[config.mk]
export PLATFORM = sky130hd
export DESIGN_NAME = tsc_unit
export DESIGN_NICKNAME = d
export VERILOG_FILES = /design/src/rtl/tsc_pkg.sv /design/src/rtl/tsc_slot_ctr.sv /design/src/rtl/tsc_cfg_array.sv /design/src/rtl/tsc_rx_path.sv /design/src/rtl/tsc_tx_path.sv /design/src/rtl/tsc_unit.sv
export SDC_FILE = /design/constraint.sdc
export NUM_CORES = 1
export LEC_CHECK = 0
export ABC_CLOCK_PERIOD_IN_PS = 2700
export BUFFER_PORTS_ARGS = -buffer_cell sky130_fd_sc_hd__buf_4
export CAP_MARGIN = 5
export CORE_ASPECT_RATIO = 1.25
export CORE_MARGIN = 5
export CORE_UTILIZATION = 55
export CTS_CLUSTER_DIAMETER = 120
export DETAILED_ROUTE_END_ITERATION = 16
export PLACE_DENSITY_LB_ADDON = 0.3
export SYNTH_ARGS = -nofsm -noshare
export SYNTH_HDL_FRONTEND = slang
export SYNTH_SLANG_ARGS = --single-unit
[constraint.sdc]
create_clock -name clk -period 2.7 [get_ports clk]
set_input_delay 0 -clock clk [delete_from_list [all_inputs] [get_ports clk]]
set_output_delay 0 -clock clk [all_outputs]
set_load 0.01 [all_outputs]
[src/rtl/tsc_pkg.sv]
package tsc_pkg;

  // Per-timeslot enables; field order gives the bit positions 3..0.
  typedef struct packed {
    logic tx_frz;
    logic tx_inv;
    logic rx_inv;
    logic rx_sub;
  } chan_cfg_t;

  localparam int CFG_W = $bits(chan_cfg_t);

endpackage

[src/rtl/tsc_slot_ctr.sv]
module tsc_slot_ctr #(
  parameter int NUM_SLOTS = 24,
  localparam int SW = $clog2(NUM_SLOTS)
) (
  input  logic          clk,
  input  logic          rst,
  input  logic          fsync,
  output logic [SW-1:0] cur_slot
);

  localparam logic [SW-1:0] LAST = SW'(NUM_SLOTS - 1);

  logic [SW-1:0] slot_q;

  always_comb begin
    if (fsync)               cur_slot = '0;
    else if (slot_q == LAST) cur_slot = '0;
    else                     cur_slot = slot_q + 1'b1;
  end

  always_ff @(posedge clk) begin
    if (rst) slot_q <= LAST;
    else     slot_q <= cur_slot;
  end

endmodule

[src/rtl/tsc_cfg_array.sv]
module tsc_cfg_array #(
  parameter int NUM_SLOTS = 24,
  parameter int CW = tsc_pkg::CFG_W,
  localparam int SW = $clog2(NUM_SLOTS)
) (
  input  logic          clk,
  input  logic          rst,
  input  logic          wr_en,
  input  logic [SW-1:0] wr_addr,
  input  logic [CW-1:0] wr_data,
  input  logic [SW-1:0] rd_addr,
  output logic [CW-1:0] rd_data
);

  logic [CW-1:0] cfg_q [NUM_SLOTS];

  // Flop array: read is combinational so a same-cycle write is not seen.
  always_ff @(posedge clk) begin
    for (int i = 0; i < NUM_SLOTS; i++) begin
      if (rst)                                  cfg_q[i] <= '0;
      else if (wr_en && wr_addr == SW'(i))      cfg_q[i] <= wr_data;
    end
  end

  assign rd_data = cfg_q[rd_addr];

endmodule

[src/rtl/tsc_rx_path.sv]
module tsc_rx_path #(
  parameter int NUM_SLOTS = 24,
  parameter int OCT_W = 8,
  localparam int SW = $clog2(NUM_SLOTS)
) (
  input  logic             clk,
  input  logic             rst,
  input  logic [SW-1:0]    slot,
  input  logic [OCT_W-1:0] line_oct,
  input  logic [OCT_W-1:0] cond_oct,
  input  logic             sub_en,
  input  logic             inv_en,
  output logic [OCT_W-1:0] out_oct,
  output logic [SW-1:0]    out_slot
);

  logic [OCT_W-1:0] picked;

  // Substitution first, inversion second.
  always_comb begin
    picked = sub_en ? cond_oct : line_oct;
    if (inv_en) picked = ~picked;
  end

  always_ff @(posedge clk) begin
    if (rst) begin
      out_oct  <= '0;
      out_slot <= SW'(NUM_SLOTS - 1);
    end else begin
      out_oct  <= picked;
      out_slot <= slot;
    end
  end

endmodule

[src/rtl/tsc_tx_path.sv]
module tsc_tx_path #(
  parameter int NUM_SLOTS = 24,
  parameter int OCT_W = 8,
  localparam int SW = $clog2(NUM_SLOTS)
) (
  input  logic             clk,
  input  logic             rst,
  input  logic [SW-1:0]    slot,
  input  logic [OCT_W-1:0] bp_oct,
  input  logic [OCT_W-1:0] cond_oct,
  input  logic             frz_en,
  input  logic             inv_en,
  output logic [OCT_W-1:0] out_oct,
  output logic [SW-1:0]    out_slot
);

  logic [OCT_W-1:0] mem [NUM_SLOTS];
  logic [OCT_W-1:0] rd_q;
  logic [OCT_W-1:0] cond_q;
  logic             frz_q, inv_q;
  logic [SW-1:0]    slot_q;
  logic [OCT_W-1:0] chosen;

  // Read-first single-port memory; a frozen slot skips its write.
  always_ff @(posedge clk) begin
    rd_q <= mem[slot];
    if (!frz_en) mem[slot] <= bp_oct;
  end

  always_ff @(posedge clk) begin
    if (rst) begin
      cond_q <= '0;
      frz_q  <= 1'b0;
      inv_q  <= 1'b0;
      slot_q <= SW'(NUM_SLOTS - 1);
    end else begin
      cond_q <= cond_oct;
      frz_q  <= frz_en;
      inv_q  <= inv_en;
      slot_q <= slot;
    end
  end

  // Freeze selection first, inversion on readout.
  always_comb begin
    chosen = frz_q ? cond_q : rd_q;
    if (inv_q) chosen = ~chosen;
  end

  always_ff @(posedge clk) begin
    if (rst) begin
      out_oct  <= '0;
      out_slot <= SW'(NUM_SLOTS - 1);
    end else begin
      out_oct  <= chosen;
      out_slot <= slot_q;
    end
  end

endmodule

[src/rtl/tsc_unit.sv]
module tsc_unit #(
  parameter int NUM_SLOTS = 24,
  parameter int OCT_W = 8,
  localparam int SW = $clog2(NUM_SLOTS),
  localparam int CW = tsc_pkg::CFG_W
) (
  input  logic             clk,
  input  logic             rst,
  input  logic             fsync,
  input  logic [OCT_W-1:0] rx_line_oct,
  input  logic [OCT_W-1:0] bp_in_oct,
  input  logic             cfg_we,
  input  logic [SW-1:0]    cfg_addr,
  input  logic [CW-1:0]    cfg_bits,
  input  logic             rxc_we,
  input  logic             txc_we,
  input  logic [OCT_W-1:0] cond_oct,
  output logic [OCT_W-1:0] bp_out_oct,
  output logic [SW-1:0]    bp_out_slot,
  output logic [OCT_W-1:0] tx_line_oct,
  output logic [SW-1:0]    tx_line_slot
);

  logic [SW-1:0]     cur_slot;
  logic [CW-1:0]     cur_cfg;
  tsc_pkg::chan_cfg_t cfg_s;
  logic [OCT_W-1:0]  rx_cond_q, tx_cond_q;
  logic              wr_ok;

  assign wr_ok = cfg_we && (cfg_addr < SW'(NUM_SLOTS));
  assign cfg_s = tsc_pkg::chan_cfg_t'(cur_cfg);

  always_ff @(posedge clk) begin
    if (rst) begin
      rx_cond_q <= '1;
      tx_cond_q <= '1;
    end else begin
      if (rxc_we) rx_cond_q <= cond_oct;
      if (txc_we) tx_cond_q <= cond_oct;
    end
  end

  tsc_slot_ctr #(.NUM_SLOTS(NUM_SLOTS)) u_ctr (
    .clk      (clk),
    .rst      (rst),
    .fsync    (fsync),
    .cur_slot (cur_slot)
  );

  tsc_cfg_array #(.NUM_SLOTS(NUM_SLOTS), .CW(CW)) u_cfg (
    .clk     (clk),
    .rst     (rst),
    .wr_en   (wr_ok),
    .wr_addr (cfg_addr),
    .wr_data (cfg_bits),
    .rd_addr (cur_slot),
    .rd_data (cur_cfg)
  );

  tsc_rx_path #(.NUM_SLOTS(NUM_SLOTS), .OCT_W(OCT_W)) u_rx (
    .clk      (clk),
    .rst      (rst),
    .slot     (cur_slot),
    .line_oct (rx_line_oct),
    .cond_oct (rx_cond_q),
    .sub_en   (cfg_s.rx_sub),
    .inv_en   (cfg_s.rx_inv),
    .out_oct  (bp_out_oct),
    .out_slot (bp_out_slot)
  );

  tsc_tx_path #(.NUM_SLOTS(NUM_SLOTS), .OCT_W(OCT_W)) u_tx (
    .clk      (clk),
    .rst      (rst),
    .slot     (cur_slot),
    .bp_oct   (bp_in_oct),
    .cond_oct (tx_cond_q),
    .frz_en   (cfg_s.tx_frz),
    .inv_en   (cfg_s.tx_inv),
    .out_oct  (tx_line_oct),
    .out_slot (tx_line_slot)
  );

endmodule

# Yosys cells after proc, flatten, opt, wreduce, memory -nomap -nowiden
# Memories as Yosys holds them, arrays and structs flattened. A register that Yosys moved wholly into a read port is not among the register bits.
# Cells that the tools add are included.
word_totals:
  reg_bits: 52
  ramBits: 288
  in_bits: 39
  wordCells: 194
  mem_count: 2
memory_table:
  columns: ["memory", "depth", "width", "rd", "rd_ports_with_merged_regs", "write_ports", "line", "text"]
  rows:
  - ["u_tx.mem", 24, 8, 1, 1, 1, "tsc_tx_path.sv:17", "logic [OCT_W-1:0] mem [NUM_SLOTS];"]
  - ["u_cfg.cfg_q", 24, 4, 1, 0, 24, "tsc_cfg_array.sv:15", "logic [CW-1:0] cfg_q [NUM_SLOTS];"]
classes:
  addsub: 1
  order_cmp: 1
  eq_ne: 24
  n_mux: 105
  bitwise_logic: 26
  reduce_logical: 26
op_table:
  columns: ["op", "count"]
  rows:
  - ["two-way mux 4 bit", 24]
  - ["two-way mux 1 bit", 75]
  - ["equality test 5 bit, second input constant", 9]
  - ["equality test 5 x 4 -> 1 bit, second input constant", 8]
  - ["two-way mux 8 bit", 4]
  - ["logical AND 1 bit", 25]
  - ["bitwise OR 1 bit", 24]
  - ["equality test 5 x 3 -> 1 bit, second input constant", 4]
  - ["NOT 8 bit", 2]
  - ["equality test 5 x 2 -> 1 bit, second input constant", 2]
  - ["two-way mux 5 bit", 2]
  - ["adder 5 x 1 -> 5 bit, second input constant", 1]
  - ["equality test 5 x 1 -> 1 bit, second input constant", 1]
  - ["zero test 5 bit", 1]
  - ["less-than comparator 5 bit, second input constant", 1]

# Depth between registers and ports, before layout
# Gate-level depths: netlist of the first run.
depth:
  word_depth: 7
  ltp_mapped: 13
  mapped_depth_nobuf: 9

# Hierarchy
# From an unflattened synthesis of the first run, not the netlist that was laid out.
hier_totals:
  hier_cells: 966
  area_unflattened_um2: 14646.5
modules_own_cells:
  columns: ["module", "n_inst", "cells_per_inst", "area_per_inst_um2"]
  rows:
  - ["tsc_tx_path", 1, 456, 8484.4]
  - ["tsc_cfg_array", 1, 395, 4814.6]
  - ["tsc_unit", 1, 53, 621.8]
  - ["tsc_rx_path", 1, 39, 491.7]
  - ["tsc_slot_ctr", 1, 23, 234.0]

# Worst setup path before layout of the first run
# No wires, ideal clock.
synth_path:
  kind: "reg2reg"
  startpoint: "register u_tx.slot_q[0] (netlist name)"
  endpoint: "memory u_tx.mem[17][0], enable pin"
  setup_time_ns: 0.332
  arrival_ns: 2.750
  required_ns: 2.368
  setup_slack_ns: -0.382
  path_stages_with_launch: 11
  path_buffers: 2
  synth_period_minus_slack_ns: 3.082
  cell_sequence: "dfxtp_1 > ha_1 > and4b_4 > nor2_4 > buf_4 > mux4_2 > nor3_1 > o21ai_0 > o211ai_1 > clkbuf_1 > and3_1"
synth_rtl:
  columns: ["element", "line"]
  rows:
  - ["to (decl)", "tsc_tx_path.sv:17"]

==> results of run 1 <==
## worst max path at each step
stage / startpoint / end / cells past startpoint
2_1_floorplan: u_tx.slot_q[0]$_SDFF_PP1_ / u_tx.mem[13][0]$_DFFE_PP_ / 10
5_1_grt: u_tx.slot_q[1]$_SDFF_PP1_ / u_tx.mem[12][3]$_DFFE_PP_ / 11
3_5_place_dp: u_tx.slot_q[0]$_SDFF_PP1_ / u_tx.rd_q[0]$_DFF_P_ / 11
3_3_place_gp: u_tx.slot_q[0]$_SDFF_PP1_ / u_tx.rd_q[0]$_DFF_P_ / 11
4_1_cts: u_tx.slot_q[0]$_SDFF_PP1_ / u_tx.mem[12][3]$_DFFE_PP_ / 11
6_report: u_tx.slot_q[1]$_SDFF_PP1_ / u_tx.mem[12][3]$_DFFE_PP_ / 12
## cells by family (layout without fill, tap and decap cells)
| kind of cell | count (synthesis) | count (layout) | share of synthesized area, % |
|---|---|---|---|
| other | 0 | 1 | 0 |
| adder cells (fa/ha/maj) | 1 | 1 | 0.0854 |
| flip-flops | 348 | 348 | 67.2 |
| buffers and inverters | 105 | 254 | 2.99 |
| multiplexers | 57 | 57 | 4.91 |
| AO/OA/AOI/OAI | 215 | 215 | 10.2 |
| AND/OR/NAND/NOR | 414 | 414 | 13.9 |
| XOR/XNOR | 10 | 10 | 0.598 |
## per-stage QoR
stage	hold slack, ns	total power, mW	utilization, %	setup TNS, ns
2_1_floorplan	0.0989	7.24	-	-2.68
3_3_place_gp	0.221	7.96	60.9	-0.206
3_5_place_dp	0.223	7.99	60.9	-0.519
4_1_cts	0.000833	12.7	66.6	0
5_1_grt	0.0499	13.1	66.9	-6.52
6_report	0.0173	12.7	66.9	-0.904
## what timing repair did
item / 4_1_cts / 5_1_grt
hold buffers: 36 / 0
hold endpoints to repair: 229 / 0
buffers inserted: 3 / 1
endpoints found under the setup margin: 63 / 204
pin swaps: 3 / 2
resized for setup: 8 / 9
## power breakdown
| group | switching, mW | internal (mW) | total [mW] | leakage, nW |
|---|---|---|---|---|
| sequential | 0.119 | 6.06 | 6.18 | 3.15 |
| combinational | 1.07 | 0.728 | 1.80 | 2.46 |
| clock | 1.98 | 2.71 | 4.70 | 0.533 |
| total | 3.17 | 9.50 | 12.7 | 6.14 |
## layout make-up
class	instances	area [µm²]
clock inverters	20	181
clock buffers	43	916
fillers	1825	8670
well taps	340	425
diodes	1	2.50
multi-input cells	697	4540
inverters	8	30.0
flip-flops and latches	348	9850
repair buffers	183	1550
## Yosys cell counts, types with 11 or more instances
cell / n
nand2b_1: 12
dfxtp_1: 60
and3_1: 26
edfxtp_1: 288
a31oi_1: 24
nand2_1: 126
clkbuf_1: 73
o21bai_1: 11
a21oi_1: 33
nand3_1: 15
mux2i_1: 46
buf_2: 13
a211o_1: 17
nor3_1: 103
o21ai_0: 37
nor2_1: 57
nor2b_1: 29
o22ai_1: 16
## critical path, cell delays in order (launching register included)
cell      delay, ns
dfxtp_1        0.38
ha_4           0.15
and4b_4        0.28
or2_4          0.27
buf_4          0.16
nand2_1        0.06
nand3_1        0.10
o221ai_1       0.13
a22oi_1        0.22
o211ai_1       0.17
buf_12         0.19
and3_1         0.19
buf_4          0.17
## per-layer routing
layer	vias to the layer above	share of wire (%)	GRT usage (%)
met5	-	0	0
met4	0	5.5	13.5
met3	131	7.2	3.93
met2	547	50	43.2
met1	4945	37	31.3
li1	4623	-	-
## flip-flops by register name, summed over array words and instances (netlist names), 8 cells and up
register      cells
u_tx.mem        192
u_cfg.cfg_q      96
rx_cond_q         8
tx_cond_q         8
u_rx.out_oct      8
u_tx.cond_q       8
u_tx.out_oct      8
u_tx.rd_q         8
==> flow_summary_export.csv, run 1 <==
group,metric,value,unit
run_status,run_status,"complete, but fails checks",
run_status,failed_checks,"setup timing",
floorplan,fp.dieH,192,µm
synth,synthTopCellsByArea,"edfxtp_1, dfxtp_1, nor3_1",
cts,cts_tree,"done",
cts,htree_levels,2,
timing,hold_viol,0,
cts,path_clk_slew,0.06,ns
floorplan,die_w,156,µm
worst_hold_path,hold-path-endpoint,"u_cfg.cfg_q[20][0]$_SDFFCE_PN0P_",
timing,skew,0.0291,ns
cells_and_area,mostFrequentLayoutCells,"edfxtp_1, buf_4, nand2_1",
global_route,grt_pass1_vias,10349,
synth,ys_ff_latch,348,
setup_path,worstPathMaxFanout,25,
synth,synth_seq_area_share,67.2,%
synth,yosysWarnings,0,
global_route,grt_max_degree,49,
synth,synth_edf_count,288,
cells_and_area,final_common_cell,"edfxtp_1",
floorplan,start_util,56.0,%
timing,setup_violations,40,
routing,ant_nets,0,
timing,final_max_slew_viol_count,0,
setup_path,critPathKind,"reg -> reg",
cts,clockBufferDepth,3,
setup_path,arrival,3.01,ns
timing,setup_ws,-0.0392,ns
cells_and_area,nNetsFinal,1313,
cts,cts-root-buf,"clkbuf_16",
timing,period_needed,2.74,ns
synth,synth.distinct_cells,71,
cts,numCtsBuffers,35,
power,powerDensity,724,mW/mm²
setup_path,startpoint_type,"register",
synth,syn_inst,1150,
setup_path,reg2reg_depth,12,
worst_hold_path,hold_start,"cfg_addr[2]",
routing,firstDrtPassIters,5,
routing,vias,10246,
global_route,overflow,0,
synth,synth_top_cell_by_area,"edfxtp_1",
floorplan,dieArea,0.0300,mm²
synth,ys_async_sr_fraction,0,%
timing,clock.fmax,365,MHz
timing,max_slew.worst_pin.slew,0.956,ns
job,cap_violations,0,
synth,synth_area,0.0147,mm²
cts,clkSinkCount,348,
timing,rsz0062_at_grt,"true",
floorplan,core,0.0262,mm²
cells_and_area,final_area,0.0175,mm²
cells_and_area,drive_above_1_share,20.0,%
floorplan,num_rows,66,
routing,wl_per_cell,23.5,µm
placed_design,dp_worst_setup_slack,-0.162,ns
power,total_leakage_power,6.14,nW
synth,syn-num-nets,1190,
setup_path,r2r_start,"u_tx.slot_q[1]$_SDFF_PP1_",
setup_path,reg2reg_to,"u_tx.mem[12][3]$_DFFE_PP_",
worst_hold_path,min_path_cells,3,
setup_path,endpoint_kind,"register",
timing,finalCritPeriodShare,101,%
power,ir_worst_vdd,0.000518,V
routing,wirelength,38500,µm
placed_design,dpl_cell_area,0.0159,mm²
routing,avgViaCountPerCell,6.25,
cells_and_area,area_growth,19.5,%
global_route,grt_pass1_wl,58200,µm
worst_hold_path,hp-class,"in -> reg",
timing,worst_slew_margin_rel,36.2,%
placed_design,io_buffer_count,64,
placed_design,gp_congestion,0.885,
cells_and_area,fin_cells,1640,
setup_path,rrSetupSlack,-0.04,ns
placed_design,placed_cells,1536,
setup_path,critPathRequiredTime,2.97,ns
synth,syn_area_per_cell,12.7,µm²
global_route,grt_util_all_layers,25.4,%
placed_design,post-dp-hpwl,25200,µm
routing,drc,0,
global_route,antenna_found_initial,2,
cts,clk_latency,0.53,ns
synth,yosysTopAreaCellShare,59.0,%
routing,first_iter_violations,942,
synth,synthFlopType,"edfxtp_1",
floorplan,io_pins,65,
(Power assumes the default switching activity.)
==> inputs of run 2 (changes only) <==
- ABC_CLOCK_PERIOD_IN_PS: 2700 -> 3350
- CORE_UTILIZATION: 55 -> 60
- clock period: 2.7 -> 3.35 ns (I/O delays scaled with it)
==> run 2 against run 1 <==
The flow now finishes without violations. Critical path depth down 3. Wire length down 2.5%. Combinational power decreased by 27%. Design area shrank 4.0%. Core utilization up 2.4 points. Setup slack better by 0.26 ns. Non-clock buffer count decreased by 50. Register-to-register slack improved by 0.26 ns.
==> flow_summary_export.csv, run 2 (synthesis gave the netlist of run 1 again) <==
group,metric,value,unit
run_status,run_status,"completed",
setup_path,startpoint_type,"register",
global_route,grt_pass1_vias,10097,
setup_path,worst_path_max_delay_cell,"buf_4",
cells_and_area,nFillCells,1684,
floorplan,start_util,60.4,%
cts,clkSinkCount,348,
timing,fin_setup_tns,0,ns
timing,setup_ws,0.216,ns
global_route,use_met2,47.3,%
cells_and_area,nNetsFinal,1262,
timing,period_needed,3.13,ns
setup_path,rrSetupSlack,0.22,ns
floorplan,dieArea,0.0277,mm²
setup_path,cpMostUsedCell,"mux2i_1",
setup_path,path_depth,9,
cts,clockBufferDepth,3,
cts,cts-root-buf,"clkbuf_16",
floorplan,io_pins,65,
setup_path,arrival,3.56,ns
floorplan,core,0.0243,mm²
timing,finalCritPeriodShare,93.6,%
global_route,grt_pass1_wl,57500,µm
routing,vias,10068,
cts,cts_tree,"done",
floorplan,fp.dieH,185,µm
cells_and_area,regMostFlops,"u_tx.mem",
routing,firstDrtPassIters,6,
setup_path,critical_path.endpoint,"u_rx.out_oct[1]$_SDFF_PP0_",
job,cap_violations,0,
setup_path,reg2reg_to,"u_rx.out_oct[1]$_SDFF_PP0_",
cells_and_area,layout.area.seq,0.00985,mm²
routing,avgViaCountPerCell,6.39,
timing,final_max_slew_viol_count,0,
power,total_leakage_power,5.89,nW
placed_design,post-dp-hpwl,23800,µm
routing,wl_per_cell,23.8,µm
cells_and_area,drive_above_1_share,14.6,%
cts,path_clk_slew,0.06,ns
routing,wirelength,37500,µm
placed_design,io_buffer_count,64,
worst_hold_path,hp-class,"in -> reg",
setup_path,cp-startpoint,"u_tx.slot_q[1]$_SDFF_PP1_",
cts,numCtsBuffers,34,
setup_path,crit_buf_inv,1,
timing,clock.fmax,319,MHz
setup_path,cp_top_family,"simple AND/OR/NAND/NOR gates",
floorplan,num_rows,64,
setup_path,cpPeakStageDelay,0.40,ns
global_route,grt_max_degree,65,
power,ir_worst_vdd,0.000502,V
timing,max_slew.worst_pin.slew,1.04,ns
global_route,gr-usage-met1,33.7,%
cells_and_area,multiInputGateArea,0.00437,mm²
cells_and_area,top_regs,"u_tx.mem (192), u_cfg.cfg_q (96)",
global_route,grtUsageMet3,5.07,%
cells_and_area,antenna_cells,0,
global_route,busiest_layer,"met2",
cts,clk_latency,0.50,ns
global_route,antenna_found_initial,0,
global_route,overflow,0,
cells_and_area,mostFrequentLayoutCells,"edfxtp_1, nand2_1, nor3_1",
floorplan,die_w,150,µm
setup_path,reg2reg_depth,9,
timing,hold_viol,0,
setup_path,r2r_start,"u_tx.slot_q[1]$_SDFF_PP1_",
timing,skew,0.0197,ns
placed_design,dp_worst_setup_slack,0.272,ns
cts,postCtsSetupBuffers,0,
cells_and_area,largest_reg_flops,192,
cells_and_area,area_growth,14.7,%
timing,rsz0062_at_grt,"false",
setup_path,critPathRequiredTime,3.78,ns
power,powerDensity,590,mW/mm²
cts,post_cts_resized,0,
setup_path,endpoint_kind,"register",
routing,first_iter_violations,869,
cts,htree_levels,2,
setup_path,worstPathMaxFanout,26,
placed_design,gp_congestion,0.870,
timing,setup_violations,0,
global_route,grt_util_all_layers,27.4,%
routing,drc,0,
timing,worst_slew_margin_rel,30.6,%
cells_and_area,final_common_cell,"edfxtp_1",
setup_path,worstPathCellList,"ha_1 -> and4b_4 -> or2_2 -> buf_4 -> a21oi_1 -> o31ai_1 -> nand4_4 -> mux2i_1 -> mux2i_1",
routing,ant_nets,0,
setup_path,critPathKind,"reg -> reg",
## run 2: power breakdown
part           internal (mW)  switching, mW  total, mW
combinational          0.493          0.825       1.32
sequential              4.89         0.0978       4.98
clock                   2.10           1.52       3.62
## run 2: metal layers
metal | wire (µm) | share of wire (%)
met3 | 2860 | 7.6
met2 | 19200 | 51
met5 | 0 | 0
met4 | 1790 | 4.8
met1 | 13700 | 37
## run 2: area by class of cell
cell class,instances,area share (%)
Multi-Input combinational cell,697,26.0
Timing Repair Buffer,133,6.56
Inverter,8,0.179
Clock buffer,47,5.54
Tap cell,330,2.46
Sequential cell,348,58.6
Clock inverter,13,0.677
## run 2: worst min-delay path by stage
stage                 startpoint  depth (start not counted)                          end  slack (ns)
finish                       rst                          2  u_tx.out_slot[0]$_SDFF_PP1_        0.02
global route                 rst                          2  u_tx.out_slot[0]$_SDFF_PP1_        0.02
CTS                          rst                          2  u_tx.out_slot[4]$_SDFF_PP1_        0.01
detailed placement   cond_oct[7]                          2    rx_cond_q[7]$_SDFFE_PP1P_        0.22
global placement     cond_oct[7]                          2    tx_cond_q[7]$_SDFFE_PP1P_        0.22
floorplan           bp_in_oct[0]                          0     u_tx.mem[0][0]$_DFFE_PP_         0.1
## run 2: repair_timing
action / in CTS / in global routing
setup endpoints to repair: 0 / 0
hold endpoints to repair: 228 / 0
hold buffers: 32 / 0
## run 2: metrics by stage
step                      cells  util [%]  hold WS (ns)  instance area, µm²  total power [mW]
after floorplan            1150         -        0.0989               14700              5.81
after global placement     1484      63.7         0.221               15400              6.31
after detailed placement   1484      63.7         0.224               15400              6.34
after CTS                  1576      69.3       0.00967               16800              9.93
after global routing       1576      69.3        0.0177               16800              10.3
final                      1576      69.3        0.0151               16800              9.92
